<file path="src/rtl/bcc_pkg.sv">
package bcc_pkg;
  localparam int unsigned IMG_BYTES_DEF = 256;
  localparam int unsigned SUM_BYTES_DEF = 4;
  localparam int unsigned CRC_W_DEF     = 32;
  localparam logic [31:0] POLY_DEF      = 32'h04C1_1DB7;
  localparam logic [31:0] SEED_DEF      = 32'hFFFF_FFFF;

  typedef enum logic [1:0] {
    ST_IDLE = 2'd0,
    ST_RUN  = 2'd1,
    ST_FIN  = 2'd2
  } bcc_state_e;
endpackage

</file>
<file path="src/rtl/bcc_crc_step.sv">
module bcc_crc_step #(
  parameter int unsigned W    = 32,
  parameter logic [W-1:0] POLY = 32'h04C1_1DB7
) (
  input  logic [W-1:0] crc_i,
  input  logic [7:0]   byte_i,
  output logic [W-1:0] crc_o
);
  // eight shift/xor steps unrolled, MSB of the byte first
  always_comb begin
    logic [W-1:0] c;
    c = crc_i;
    for (int k = 7; k >= 0; k--) begin
      if (c[W-1] ^ byte_i[k]) c = {c[W-2:0], 1'b0} ^ POLY;
      else                    c = {c[W-2:0], 1'b0};
    end
    crc_o = c;
  end
endmodule

</file>
<file path="src/rtl/bcc_pos_counter.sv">
module bcc_pos_counter #(
  parameter int unsigned LIMIT = 256,
  localparam int unsigned CW   = $clog2(LIMIT) + 1
) (
  input  logic          clk,
  input  logic          rst_n,
  input  logic          clr_i,
  input  logic          inc_i,
  output logic [CW-1:0] pos_o,
  output logic          last_o
);
  logic [CW-1:0] pos_q, pos_d;

  always_comb begin
    pos_d = pos_q;
    if (clr_i)      pos_d = '0;
    else if (inc_i) pos_d = pos_q + CW'(1);
  end

  always_ff @(posedge clk or negedge rst_n) begin
    if (!rst_n) pos_q <= '0;
    else        pos_q <= pos_d;
  end

  assign pos_o  = pos_q;
  assign last_o = (pos_q == CW'(LIMIT - 1));

  // position never runs past the image end while counting
  p_pos_bound_r6: assert property (@(posedge clk) disable iff (!rst_n)
    (last_o && inc_i && !clr_i) |=> (pos_o == CW'(LIMIT)));
endmodule

</file>
<file path="src/rtl/boot_crc_check.sv">
module boot_crc_check
  import bcc_pkg::*;
#(
  parameter int unsigned IMG_BYTES = IMG_BYTES_DEF,
  parameter int unsigned SUM_BYTES = SUM_BYTES_DEF,
  parameter int unsigned CRC_W     = CRC_W_DEF,
  parameter logic [CRC_W-1:0] POLY = POLY_DEF,
  parameter logic [CRC_W-1:0] SEED = SEED_DEF
) (
  input  logic       clk,
  input  logic       rst_n,
  input  logic       start_i,
  input  logic       valid_i,
  input  logic [7:0] data_i,
  output logic       done_o,
  output logic       pass_o
);
  localparam int unsigned PAY_BYTES = IMG_BYTES - SUM_BYTES;
  localparam int unsigned CW        = $clog2(IMG_BYTES) + 1;

  bcc_state_e     st_q, st_d;
  logic [CRC_W-1:0] crc_q, crc_d, crc_nx;
  logic [CRC_W-1:0] sig_q, sig_d, sig_full;
  logic           pass_q, pass_d;
  logic [CW-1:0]  pos;
  logic           last, accept, in_pay;

  assign accept   = valid_i && !start_i && (st_q == ST_RUN);
  assign in_pay   = (pos < CW'(PAY_BYTES));
  assign sig_full = {data_i, sig_q[CRC_W-1:8]};

  bcc_pos_counter #(.LIMIT(IMG_BYTES)) u_pos (
    .clk    (clk),
    .rst_n  (rst_n),
    .clr_i  (start_i),
    .inc_i  (accept),
    .pos_o  (pos),
    .last_o (last)
  );

  bcc_crc_step #(.W(CRC_W), .POLY(POLY)) u_step (
    .crc_i  (crc_q),
    .byte_i (data_i),
    .crc_o  (crc_nx)
  );

  always_comb begin
    st_d   = st_q;
    crc_d  = crc_q;
    sig_d  = sig_q;
    pass_d = pass_q;
    if (start_i) begin
      st_d   = ST_RUN;
      crc_d  = SEED;
      sig_d  = '0;
      pass_d = 1'b0;
    end else if (accept) begin
      if (in_pay) crc_d = crc_nx;
      else        sig_d = sig_full;
      if (last) begin
        st_d   = ST_FIN;
        pass_d = (crc_q == sig_full);
      end
    end
  end

  always_ff @(posedge clk or negedge rst_n) begin
    if (!rst_n) begin
      st_q   <= ST_IDLE;
      crc_q  <= '0;
      sig_q  <= '0;
      pass_q <= 1'b0;
    end else begin
      st_q   <= st_d;
      crc_q  <= crc_d;
      sig_q  <= sig_d;
      pass_q <= pass_d;
    end
  end

  assign done_o = (st_q == ST_FIN);
  assign pass_o = pass_q;

  // pass only alongside done
  p_pass_needs_done_r5: assert property (@(posedge clk) disable iff (!rst_n)
    pass_o |-> done_o);
  // start clears the verdict
  p_start_clears_r2: assert property (@(posedge clk) disable iff (!rst_n)
    start_i |=> (!done_o && !pass_o));
  // verdict holds until the next start
  p_verdict_hold_r6: assert property (@(posedge clk) disable iff (!rst_n)
    (done_o && !start_i) |=> (done_o && $stable(pass_o)));
  // done rises only on the last accepted byte
  p_done_rise_r6: assert property (@(posedge clk) disable iff (!rst_n)
    (!done_o && !(valid_i && last && !start_i)) |=> !done_o);
  // idle block ignores data
  p_idle_quiet_r9: assert property (@(posedge clk) disable iff (!rst_n)
    ((st_q == ST_IDLE) && !start_i) |=> ($stable(crc_q) && (st_q == ST_IDLE)));
  // gaps leave the CRC unchanged
  p_gap_stable_r7: assert property (@(posedge clk) disable iff (!rst_n)
    (!valid_i && !start_i) |=> $stable(crc_q));
endmodule

</file>
<file path="config.mk">
export PLATFORM = sky130hd
export DESIGN_NAME = boot_crc_check
export DESIGN_NICKNAME = d
export VERILOG_FILES = /design/src/rtl/bcc_pkg.sv /design/src/rtl/bcc_crc_step.sv /design/src/rtl/bcc_pos_counter.sv /design/src/rtl/boot_crc_check.sv
export SDC_FILE = /design/constraint.sdc
export NUM_CORES = 1
export LEC_CHECK = 0
export ABC_AREA = 1
export BUFFER_PORTS_ARGS = -buffer_cell sky130_fd_sc_hd__buf_2
export CORE_MARGIN = 5
export CORE_UTILIZATION = 35
export CTS_CLUSTER_SIZE = 40
export DETAILED_ROUTE_END_ITERATION = 16
export SLEW_MARGIN = 25
export SYNTH_ARGS = -nofsm -noshare
export SYNTH_HDL_FRONTEND = slang
export SYNTH_SLANG_ARGS = --single-unit
</file>
<file path="constraint.sdc">
create_clock -name clk -period 2.33 [get_ports clk]
set_input_delay 0.699 -clock clk [delete_from_list [all_inputs] [get_ports clk]]
set_output_delay 0.699 -clock clk [all_outputs]
set_load 0.02 [all_outputs]
</file>
==> results.sh, run 1 <==
export IMPL_core_um2=12620
export IMPL_drt_wirelength_per_cell_um=15.05
export IMPL_leakagePower_nw=2.520
export IMPL_grt_pass1_vias=3759
export IMPL_track_usage_pct=17.04
export IMPL_synth_area_top_cells="dfrtp_1 (38%), nand2_1 (15%), xor2_1 (8.5%)"
export IMPL_dp_hpwl_um=8870
export IMPL_synth_top_area_share_pct=37.70
export IMPL_fill_cells=1328
export IMPL_cap_violations=0
export IMPL_status="complete, no violations"
export IMPL_drv_slew=0
export IMPL_start_kind="flop"
export IMPL_max_vdd_ir_drop_v=0.0005594
export IMPL_setup_tns_ps=0
export IMPL_worstSetupEndpointType="output port"
export IMPL_synth_warnings=0
export IMPL_synthTopCellsByCount="nand2_1 (177), inv_1 (74), dfrtp_1 (68), nand3_1 (63), xor2_1 (44)"
export IMPL_dr_pass1_iters=5
export IMPL_worstPathCellList="inv_1 > nor2_1 > buf_2"
export IMPL_grt_max_degree=29
export IMPL_yosys_area_top_type="dfrtp_1"
export IMPL_worstSetupPathType="reg -> out"
export IMPL_worst_pin_slew_ps=641.9
export IMPL_relSlewSlack_pct=57.21
export IMPL_synth_area_um2=4513
export IMPL_vias=3814
export IMPL_io_buffers=13
export IMPL_rsz0062_at_grt="no"
export IMPL_routabilityCongestion=0.9196
export IMPL_rows=41
export IMPL_power_density_nw_per_um2=898.7
export IMPL_post_route_period_util_pct=76.88
export IMPL_cts_resized_gates=0
export IMPL_diodes=0
export IMPL_final_antenna_net_count=0
export IMPL_drive_gt1_share_pct=14.86
export IMPL_finalHoldViolCount=0
export IMPL_root_buffer="clkbuf_16"
export IMPL_synth_cell_types=38
export IMPL_synth_seq_cells=68
export IMPL_h_tree_depth=3
export IMPL_cts_tree="done"
export IMPL_die_h_um=123.6
export IMPL_clk_latency_ps=340
export IMPL_grt_overflow=0
export IMPL_clock_path_buffers=2
export IMPL_ctsHoldBuffers=0
export IMPL_dieArea_um2=15270
export IMPL_slowest_delay_ps=440
export IMPL_synth_edff_count=0
export IMPL_clk_pin_slew_worst_paths_ps=50
export IMPL_fin_nets=630
export IMPL_antenna_found_initial=0
export IMPL_hold_class="in -> async"
export IMPL_ys_flop_type="dfrtp_1"
export IMPL_setup_violations=0
export IMPL_drt_iter0_markers=246
export IMPL_synth_nets=612
export IMPL_synth_seq_area_share_pct=37.70
export IMPL_async_reset_ff_share_pct=100.0
export IMPL_grt_pass1_wl_um=19620
export IMPL_cts_buffers=9
export IMPL_worstPathMaxFanout=2
export IMPL_cts_sinks=68
export IMPL_syn_inst=596
export IMPL_synthMostInstantiatedCell="nand2_1"
export IMPL_period_needed_ps=1791
export IMPL_vias_per_cell=4.822
export IMPL_max_freq_ghz=0.5583
export IMPL_cp_required_ps=1630
export IMPL_cts_setup_buffers=0
export IMPL_routed_wirelength_um=11910
export IMPL_drcViolationCount=0
export IMPL_area_growth_pct=12.97
export IMPL_die_w_um=123.6
export IMPL_crit_arrival_ps=1090
export IMPL_total_power_mw=4.582
export IMPL_syn_area_per_cell_um2=7.572
export IMPL_slowest_stage="dfrtp_1"
export IMPL_fin_skew_ps=6.554
export IMPL_start_util_pct=35.76
export IMPL_ios=14
export IMPL_fin_util_pct=40.40
[cell usage in the layout (no fill, tap or decap), types with 5 or more instances in the layout]
| cell type | synthesis | layout |
|---|---|---|
| nand3_1 | 63 | 63 |
| nor2_1 | 23 | 23 |
| o21ai_1 | 10 | 10 |
| xor2_1 | 44 | 44 |
| buf_2 | 7 | 13 |
| nand2_4 | 6 | 6 |
| inv_1 | 74 | 74 |
| xnor2_1 | 5 | 5 |
| nand2_2 | 16 | 16 |
| buf_4 | 2 | 7 |
| nor3_1 | 6 | 6 |
| nand2_1 | 177 | 177 |
| nand4_1 | 6 | 6 |
| inv_2 | 8 | 8 |
| clkbuf_16 | 0 | 9 |
| o21ai_0 | 17 | 17 |
| o31ai_2 | 10 | 10 |
| a21oi_1 | 19 | 19 |
| dfrtp_1 | 68 | 68 |
[cells by family (layout without fill, tap and decap cells)]
| logic type | Yosys count | in the layout | synth area share (%) |
|---|---|---|---|
| AND/OR/NAND/NOR | 310 | 310 | 32.16 |
| adder cells (fa/ha/maj) | 4 | 4 | 1.109 |
| flip-flops | 68 | 68 | 37.70 |
| XOR/XNOR | 51 | 51 | 10.23 |
| buffers and inverters | 98 | 121 | 9.398 |
| AO/OA/AOI/OAI | 65 | 65 | 9.398 |
[final cells by class]
cell class | count | area (µm²) | area share [%]
Clock buffer | 13 | 280.3 | 5.497
Clock inverter | 3 | 42.54 | 0.8344
Inverter | 83 | 314.1 | 6.160
Multi-Input combinational cell | 430 | 2387 | 46.82
Sequential cell | 68 | 1702 | 33.37
Tap cell | 172 | 215.2 | 4.221
Timing Repair Buffer | 22 | 157.7 | 3.092
[sequential cells by signal, indices dropped and copies added (netlist names)]
name,count
crc_q,32
sig_q,24
u_pos.pos_o,9
st_q,2
pass_o,1
[metal layers]
layer	global-route usage, %	wire length [µm]	part of all wire, %
met1	22.46	5571	47
met2	27.08	5528	46
met3	3.934	487	4.1
met4	6.713	318	2.7
met5	0	0	0
[metrics by stage]
step | setup slack, ps | hold WS (ps) | instance area, µm² | std cells
2_1_floorplan | 596.1 | 403.4 | 4513 | 596
3_3_place_gp | 265.9 | 504.2 | 4776 | 775
3_5_place_dp | 266.1 | 505.0 | 4776 | 775
4_1_cts | 525.0 | 395.5 | 5099 | 791
5_1_grt | 427.4 | 420.6 | 5099 | 791
6_report | 538.8 | 380.5 | 5099 | 791
[worst paths after layout]
kind | start | endpoint | slack (ps) | depth (start not counted)
max | st_q[1] | done_o | 540 | 3
min | rst_n | crc_q[15] | 380 | 1
max reg2reg | u_pos.pos_o[5] | crc_q[28] | 640 | 9
min reg2reg | crc_q[15] | crc_q[15] | 520 | 2
max in group asynchronous | rst_n | crc_q[19] | 1390 | 2
min in group clk | crc_q[15] | crc_q[15] | 520 | 2
[worst max-delay path: cells and delay by family (launching register included)]
kind                   cells  cell delay (ps)
buffers and inverters      2              240
DFF                        1              440
and+or+nand+nor            1               80
[report_power, final]
group	switching, mW	total (mW)	internal (mW)
registers	0.158	1.49	1.33
logic	1.06	1.63	0.575
clock network	0.514	1.46	0.943
total	1.73	4.58	2.85
Power figures use the tool's default switching activity.
==> run 2, diff against run 1 <==
--- a/config.mk
+++ b/config.mk
@@ -5,7 +5,7 @@
 export SDC_FILE = /design/constraint.sdc
 export NUM_CORES = 1
 export LEC_CHECK = 0
-export ABC_AREA = 1
+export ABC_AREA = 0
 export BUFFER_PORTS_ARGS = -buffer_cell sky130_fd_sc_hd__buf_2
 export CORE_MARGIN = 5
 export CORE_UTILIZATION = 35
==> constraint.sdc (replaced) <==
create_clock -name clk -period 1.47 [get_ports clk]
set_input_delay 0.441 -clock clk [delete_from_list [all_inputs] [get_ports clk]]
set_output_delay 0.441 -clock clk [all_outputs]
set_load 0.02 [all_outputs]
==> run 2 against run 1 <==
  * The flow now finishes with violations (setup timing)
  * Core utilization up 19 points
  * Clock-buffer cell count is 1 higher
  * Sequential power is 78% higher
  * Power rose to 2.6 times the previous value
  * Register-to-register slack worse by 1000 ps
  * Critical path type is now reg -> reg
  * Highest routed layer unchanged
==> results.sh, run 2 <==
export IMPL_status="complete, but fails checks"
export IMPL_violations="setup timing"
export IMPL_synth_edff_count=0
export IMPL_async_reset_ff_share_pct=100.0
export IMPL_fin_nets=519
export IMPL_grt_max_degree=69
export IMPL_vias=3282
export IMPL_drt_iter0_markers=175
export IMPL_fin_ws_ps=-385.0
export IMPL_ys_flop_type="dfrtp_1"
export IMPL_root_buffer="clkbuf_8"
export IMPL_clk_latency_ps=350
export IMPL_fin_skew_ps=13.20
export IMPL_yosys_area_top_type="dfrtp_1"
export IMPL_rows=37
export IMPL_grt_overflow=0
export IMPL_sequentialPowerShare_pct=21.9
export IMPL_synthMostInstantiatedCell="dfrtp_1"
export IMPL_finalHoldViolCount=0
export IMPL_synth_area_top_cells="dfrtp_1 (47%), xnor2_1 (13%), a21oi_1 (7.9%)"
export IMPL_dp_hpwl_um=6876
export IMPL_drv_slew=0
export IMPL_cts_tree="done"
export IMPL_cp_required_ps=1740
export IMPL_layout_commonest_cell="buf_4"
export IMPL_leakagePower_nw=2.680
export IMPL_postPlaceCellArea_um2=4634
export IMPL_pwr_share_comb_pct=66.7
export IMPL_period_needed_ps=1855
export IMPL_area_growth_pct=68.23
export IMPL_synth_area_um2=3659
export IMPL_total_power_mw=12.10
export IMPL_cts_buffers=9
export IMPL_max_freq_ghz=0.5391
export IMPL_diodes=0
export IMPL_relSlewSlack_pct=55.65
export IMPL_core_um2=10280
export IMPL_routed_wirelength_um=12480
export IMPL_grt_pass1_wl_um=19030
export IMPL_synth_seq_cells=68
export IMPL_p_sw_share_pct=37.82
export IMPL_regMostFlops="crc_q"
export IMPL_drt_wirelength_per_cell_um=19.37
export IMPL_drive_gt1_share_pct=58.27
export IMPL_synth_nets=390
export IMPL_synth_cell_types=29
export IMPL_clock_path_buffers=2
export IMPL_setup_violations=59
export IMPL_syn_area_per_cell_um2=9.782
export IMPL_clk_pin_slew_worst_paths_ps=70
export IMPL_crit_arrival_ps=2130
export IMPL_synth_top_area_share_pct=46.51
export IMPL_worst_pin_slew_ps=659.1
export IMPL_track_usage_pct=19.51
export IMPL_die_w_um=112.2
export IMPL_synth_seq_area_share_pct=46.51
export IMPL_worstSetupEndpointType="flop"
export IMPL_routabilityCongestion=0.9151
export IMPL_final_antenna_net_count=0
export IMPL_syn_inst=374
export IMPL_slowest_stage="xnor3_2"
export IMPL_worstPathCellList="xnor2_4 > xnor3_2 > buf_4 > buf_6 > xor2_2 > a21oi_1"
export IMPL_grt_pass1_vias=3424
export IMPL_io_buffers=13
export IMPL_cap_violations=0
export IMPL_slowest_delay_ps=550
export IMPL_synthTopCellsByCount="dfrtp_1 (68), a21oi_1 (58), nand2_1 (58), xnor2_1 (56), nor2_1 (40)"
export IMPL_rsz0062_at_grt="yes"
export IMPL_worstSetupPathType="reg -> reg"
export IMPL_p_clk_share_pct=11.4
export IMPL_die_h_um=112.2
export IMPL_drcViolationCount=0
export IMPL_fill_cells=805
export IMPL_vias_per_cell=5.096
export IMPL_antenna_found_initial=0
export IMPL_synth_warnings=0
export IMPL_post_route_period_util_pct=126.2
export IMPL_internal_power_mw=7.521
export IMPL_largest_reg_flops=32
export IMPL_crit_buf_inv=2
export IMPL_design_area_um2=6155
export IMPL_ios=14
export IMPL_dp_cells=587
export IMPL_stdcell_count=644
export IMPL_final_cell_mix="buf_4 (77), dfrtp_1 (62), nand2_4 (35)"
export IMPL_h_tree_depth=3
export IMPL_switchingPower_mw=4.575
export IMPL_setup_tns_ps=-11920
export IMPL_max_vdd_ir_drop_v=0.001063
export IMPL_fin_util_pct=59.89
export IMPL_start_kind="flop"
export IMPL_cts_sinks=68
export IMPL_power_density_nw_per_um2=1965
export IMPL_hold_class="in -> async"
export IMPL_critPathTopFamily="XOR/XNOR gates"
export IMPL_dieArea_um2=12600
export IMPL_dr_pass1_iters=4
export IMPL_worstPathMaxFanout=4
export IMPL_start_util_pct=35.60
run 2: changes by cell type after synthesis, moves of 14 or more:
cell | previous run | this run
nand2_1 | 177 | 58
inv_1 | 74 | 4
nand3_1 | 63 | 0
xnor2_1 | 5 | 56
a21oi_1 | 19 | 58
nor2_1 | 23 | 40
nand2_2 | 16 | 0
clkbuf_1 | 1 | 15
run 2: stage by stage:
| stage | hold slack, ps | setup WS, ps |
|---|---|---|
| after global placement | 497.3 | -528.5 |
| after detailed placement | 492.4 | -526.1 |
| after floorplan | 145.4 | -373.5 |
| after global routing | 138.7 | -464.9 |
| after CTS | 119.1 | -339.7 |
| final | 109.3 | -385.0 |
run 2: repair_timing:
item / CTS / global route
setup endpoints to repair: 61 / 64
pin swaps: 70 / 62
buffers inserted: 24 / 20
resized for setup: 159 / 85
hold buffers: 0 / 0
gates cloned: 8 / 0
run 2: cell type report:
class | count | area (µm²) | area share, %
Clock buffer | 14 | 152.6 | 2.480
Clock inverter | 2 | 10.01 | 0.1626
Inverter | 4 | 17.52 | 0.2846
Multi-Input combinational cell | 287 | 2830 | 45.98
Sequential cell | 68 | 1709 | 27.77
Tap cell | 136 | 170.2 | 2.765
Timing Repair Buffer | 133 | 1265 | 20.55
run 2: worst paths after layout:
| check | from | end | slack (ps) | depth (start not counted) |
|---|---|---|---|---|
| setup / recovery | crc_q[25] | crc_q[24] | -380 | 6 |
| hold / removal | rst_n | sig_q[23] | 110 | 2 |
| setup reg to reg | crc_q[25] | crc_q[24] | -380 | 6 |
| hold reg to reg | pass_o | pass_o | 550 | 2 |
| max in group asynchronous | rst_n | crc_q[25] | 1050 | 2 |
| min in group clk | data_i[0] | sig_q[24] | 360 | 3 |
run 2: cells by family after synthesis:
group / synth area share (%)
multiplexers: 0.2736
AO/OA/AOI/OAI: 9.610
adder cells (fa/ha/maj): 1.368
AND/OR/NAND/NOR: 13.37
flip-flops: 46.51
XOR/XNOR: 26.92
buffers and inverters: 1.949
run 2: power groups by stage:
stage / combinational (mW) / sequential, mW / clock [mW]
4_1_cts: 6.87 / 2.60 / 1.41
2_1_floorplan: 3.66 / 2.57 / 0
5_1_grt: 8.46 / 2.70 / 1.49
6_report: 8.06 / 2.65 / 1.38
3_3_place_gp: 5.48 / 2.58 / 0
3_5_place_dp: 5.50 / 2.60 / 0
run 2: worst register-to-register path, delay by kind of cell, from the launching register on:
kind	cells	cell delay, ps
buffers and inverters	2	290
AOI/OAI and AO/OA	1	120
DFF	1	440
xor gates and xnor gates	3	930
run 2: per-layer routing:
layer / global-route usage (%) / part of all wire [%] / wire length [µm]
met5: 0 / 0 / 0
met4: 4.487 / 1.7 / 214
met3: 5.553 / 4.4 / 544
met2: 31.47 / 52 / 6465
met1: 26.18 / 42 / 5251
==> run 3, diff against run 2 <==
--- a/config.mk
+++ b/config.mk
@@ -11,6 +11,7 @@
 export CORE_UTILIZATION = 35
 export CTS_CLUSTER_SIZE = 40
 export DETAILED_ROUTE_END_ITERATION = 16
+export PLACE_DENSITY_LB_ADDON = 0.25
 export SLEW_MARGIN = 25
 export SYNTH_ARGS = -nofsm -noshare
 export SYNTH_HDL_FRONTEND = slang
==> run 3 against run 2 <==
  * The flow still finishes with violations (setup timing)
  * Sequential cell count is the same
  * Sequential share of layout area grew 0.47 points
  * Clock-buffer cell count shrank 2
  * Final cell count shrank 1.7%
  * Register-to-register slack lost 40 ps
  * Fmax shrank 1.9%
  * Combinational power shrank 3.5%
  * First-iteration DRC count shrank 29%
  * Via count shrank 4.6%
  * Routed wire length shrank 5.6%
  * Critical path depth is the same
  * Hold slack gained 1.3 ps
  * Critical path type unchanged
  * Critical endpoint is now crc_q[6]
  * Largest power group unchanged
  * Highest routed layer unchanged
==> results.sh, run 3 (same netlist as run 2, synthesis figures left out) <==
export IMPL_status="complete, but fails checks"
export IMPL_violations="setup timing"
export IMPL_drcViolationCount=0
export IMPL_clock_path_buffers=2
export IMPL_multi_input_area_um2=2760
export IMPL_hold_class="in -> async"
export IMPL_routed_top_layer="met4"
export IMPL_pwr_share_comb_pct=64.9
export IMPL_dr_pass1_iters=4
export IMPL_slowest_stage="dfrtp_2"
export IMPL_drt_met1_wl_um=5080
export IMPL_cts_tree="done"
export IMPL_power_density_nw_per_um2=1985
export IMPL_diodes=0
export IMPL_start_util_pct=35.60
export IMPL_design_area_um2=6040
export IMPL_fin_skew_ps=11.79
export IMPL_rows=37
export IMPL_fin_nets=508
export IMPL_h_tree_depth=3
export IMPL_final_cell_mix="buf_4 (71), dfrtp_1 (65), a21oi_2 (37)"
export IMPL_clk_latency_ps=350
export IMPL_start_kind="flop"
export IMPL_leakagePower_nw=2.584
export IMPL_max_freq_ghz=0.5286
export IMPL_die_w_um=112.2
export IMPL_clk_pin_slew_worst_paths_ps=80
export IMPL_setup_tns_ps=-7803
export IMPL_drive_gt1_share_pct=55.94
export IMPL_area_growth_pct=65.08
export IMPL_post_route_period_util_pct=128.7
export IMPL_wl_met3_um=389
export IMPL_worst_pin_slew_ps=390.3
export IMPL_fill_cells=833
export IMPL_crit_arrival_ps=2130
export IMPL_cap_violations=0
export IMPL_route_met2_wl_um=6005
export IMPL_p_sw_share_pct=38.02
export IMPL_postPlaceCellArea_um2=4614
export IMPL_routed_wirelength_um=11780
export IMPL_fin_ws_ps=-421.8
export IMPL_worstPathMaxFanout=3
export IMPL_antenna_found_initial=0
export IMPL_cp_required_ps=1710
export IMPL_grt_pass1_vias=3224
export IMPL_root_buffer="clkbuf_8"
export IMPL_p_clk_share_pct=13.5
export IMPL_io_buffers=13
export IMPL_internal_power_mw=7.431
export IMPL_cts_buffers=9
export IMPL_grt_overflow=0
export IMPL_grt_pass1_wl_um=17270
export IMPL_core_um2=10280
export IMPL_finalHoldViolCount=0
export IMPL_setup_violations=58
export IMPL_vias=3131
export IMPL_vias_per_cell=4.946
export IMPL_grt_max_degree=69
export IMPL_dp_hpwl_um=6816
export IMPL_final_antenna_net_count=0
export IMPL_switchingPower_mw=4.558
export IMPL_sequentialPowerShare_pct=21.7
export IMPL_slowest_delay_ps=460
export IMPL_dieArea_um2=12600
export IMPL_largest_reg_flops=32
export IMPL_routabilityCongestion=0.8216
export IMPL_period_needed_ps=1892
export IMPL_drt_iter0_markers=124
export IMPL_drt_wirelength_per_cell_um=18.61
export IMPL_drv_slew=0
export IMPL_cts_sinks=68
export IMPL_worstSetupEndpointType="flop"
export IMPL_worstSetupPathType="reg -> reg"
export IMPL_track_usage_pct=17.59
export IMPL_regMostFlops="crc_q"
export IMPL_ctsHoldBuffers=0
export IMPL_ios=14
export IMPL_worstPathCellList="xor2_4 > buf_4 > xnor3_2 > xnor2_2 > xnor2_1 > a21oi_1"
export IMPL_relSlewSlack_pct=73.98
export IMPL_ff_latch_area_um2=1705
export IMPL_rsz0062_at_grt="yes"
export IMPL_max_vdd_ir_drop_v=0.001227
export IMPL_die_h_um=112.2
export IMPL_layout_commonest_cell="buf_4"
run 3: cell count changes in the layout (fill, tap and decap cells not counted), moves of 4 or more:
cell,previous run,this run
nand2_4,35,27
nor2_4,11,4
buf_4,77,71
buf_6,29,24
nand2_1,13,20
nor2_2,6,10
a21oi_1,24,19
run 3: power by group through the flow:
stage / registers (mW) / logic, mW / clock network, mW
after global placement: 2.59 / 5.38 / 0
after detailed placement: 2.59 / 5.45 / 0
final: 2.60 / 7.78 / 1.61
after global routing: 2.64 / 8.17 / 1.75
after floorplan: 2.57 / 3.66 / 0
after CTS: 2.57 / 6.56 / 1.65
run 3: final cells by class:
cell class / count / share of cell area [%]
clock buffer: 12 / 2.569
inverter: 4 / 0.2900
timing repair buffer: 122 / 19.60
multi-input combinational: 287 / 45.70
tap: 136 / 2.817
clock inverter: 4 / 0.7872
sequential: 68 / 28.24
run 3: worst paths after layout:
kind                            cells after the start         to  slack (ps)  startpoint
worst max-delay path                                6   crc_q[6]        -420   crc_q[26]
worst min-delay path                                2   sig_q[9]         110       rst_n
worst max register to register                      6   crc_q[6]        -420   crc_q[26]
worst min register to register                      2     pass_o         520      pass_o
max in group asynchronous                           2   crc_q[8]        1040       rst_n
min in group clk                                    3  sig_q[24]         370   data_i[0]
run 3: stage by stage:
| step | hold WS, ps | worst slack, ps | cells | total power [mW] | util, % |
|---|---|---|---|---|---|
| 2_1_floorplan | 145.4 | -373.5 | 374 | 6.230 | - |
| 3_3_place_gp | 477.0 | -593.2 | 586 | 7.969 | 44.90 |
| 3_5_place_dp | 493.2 | -540.7 | 586 | 8.049 | 44.90 |
| 4_1_cts | 121.9 | -362.7 | 621 | 10.77 | 51.67 |
| 5_1_grt | 133.1 | -484.8 | 633 | 12.57 | 58.77 |
| 6_report | 110.6 | -421.8 | 633 | 11.99 | 58.77 |
run 3: routing by layer:
layer,track usage (%),up-vias
li1,-,1467
met1,22.75,1578
met2,29.88,62
met3,3.342,24
met4,5.449,0
met5,0,-
run 3: worst max-delay path: cells and delay by family (launching register included):
| kind | cells | cell delay (ps) |
|---|---|---|
| AO/OA/AOI/OAI | 1 | 90 |
| XOR/XNOR | 4 | 1070 |
| buffers and inverters | 1 | 160 |
| flip-flops | 1 | 460 |
run 3: what timing repair did:
item,CTS,global route
buffers inserted,18,9
resized for setup,62,140
pin swaps,29,69
endpoints found under the setup margin,49,65
cloned,5,4
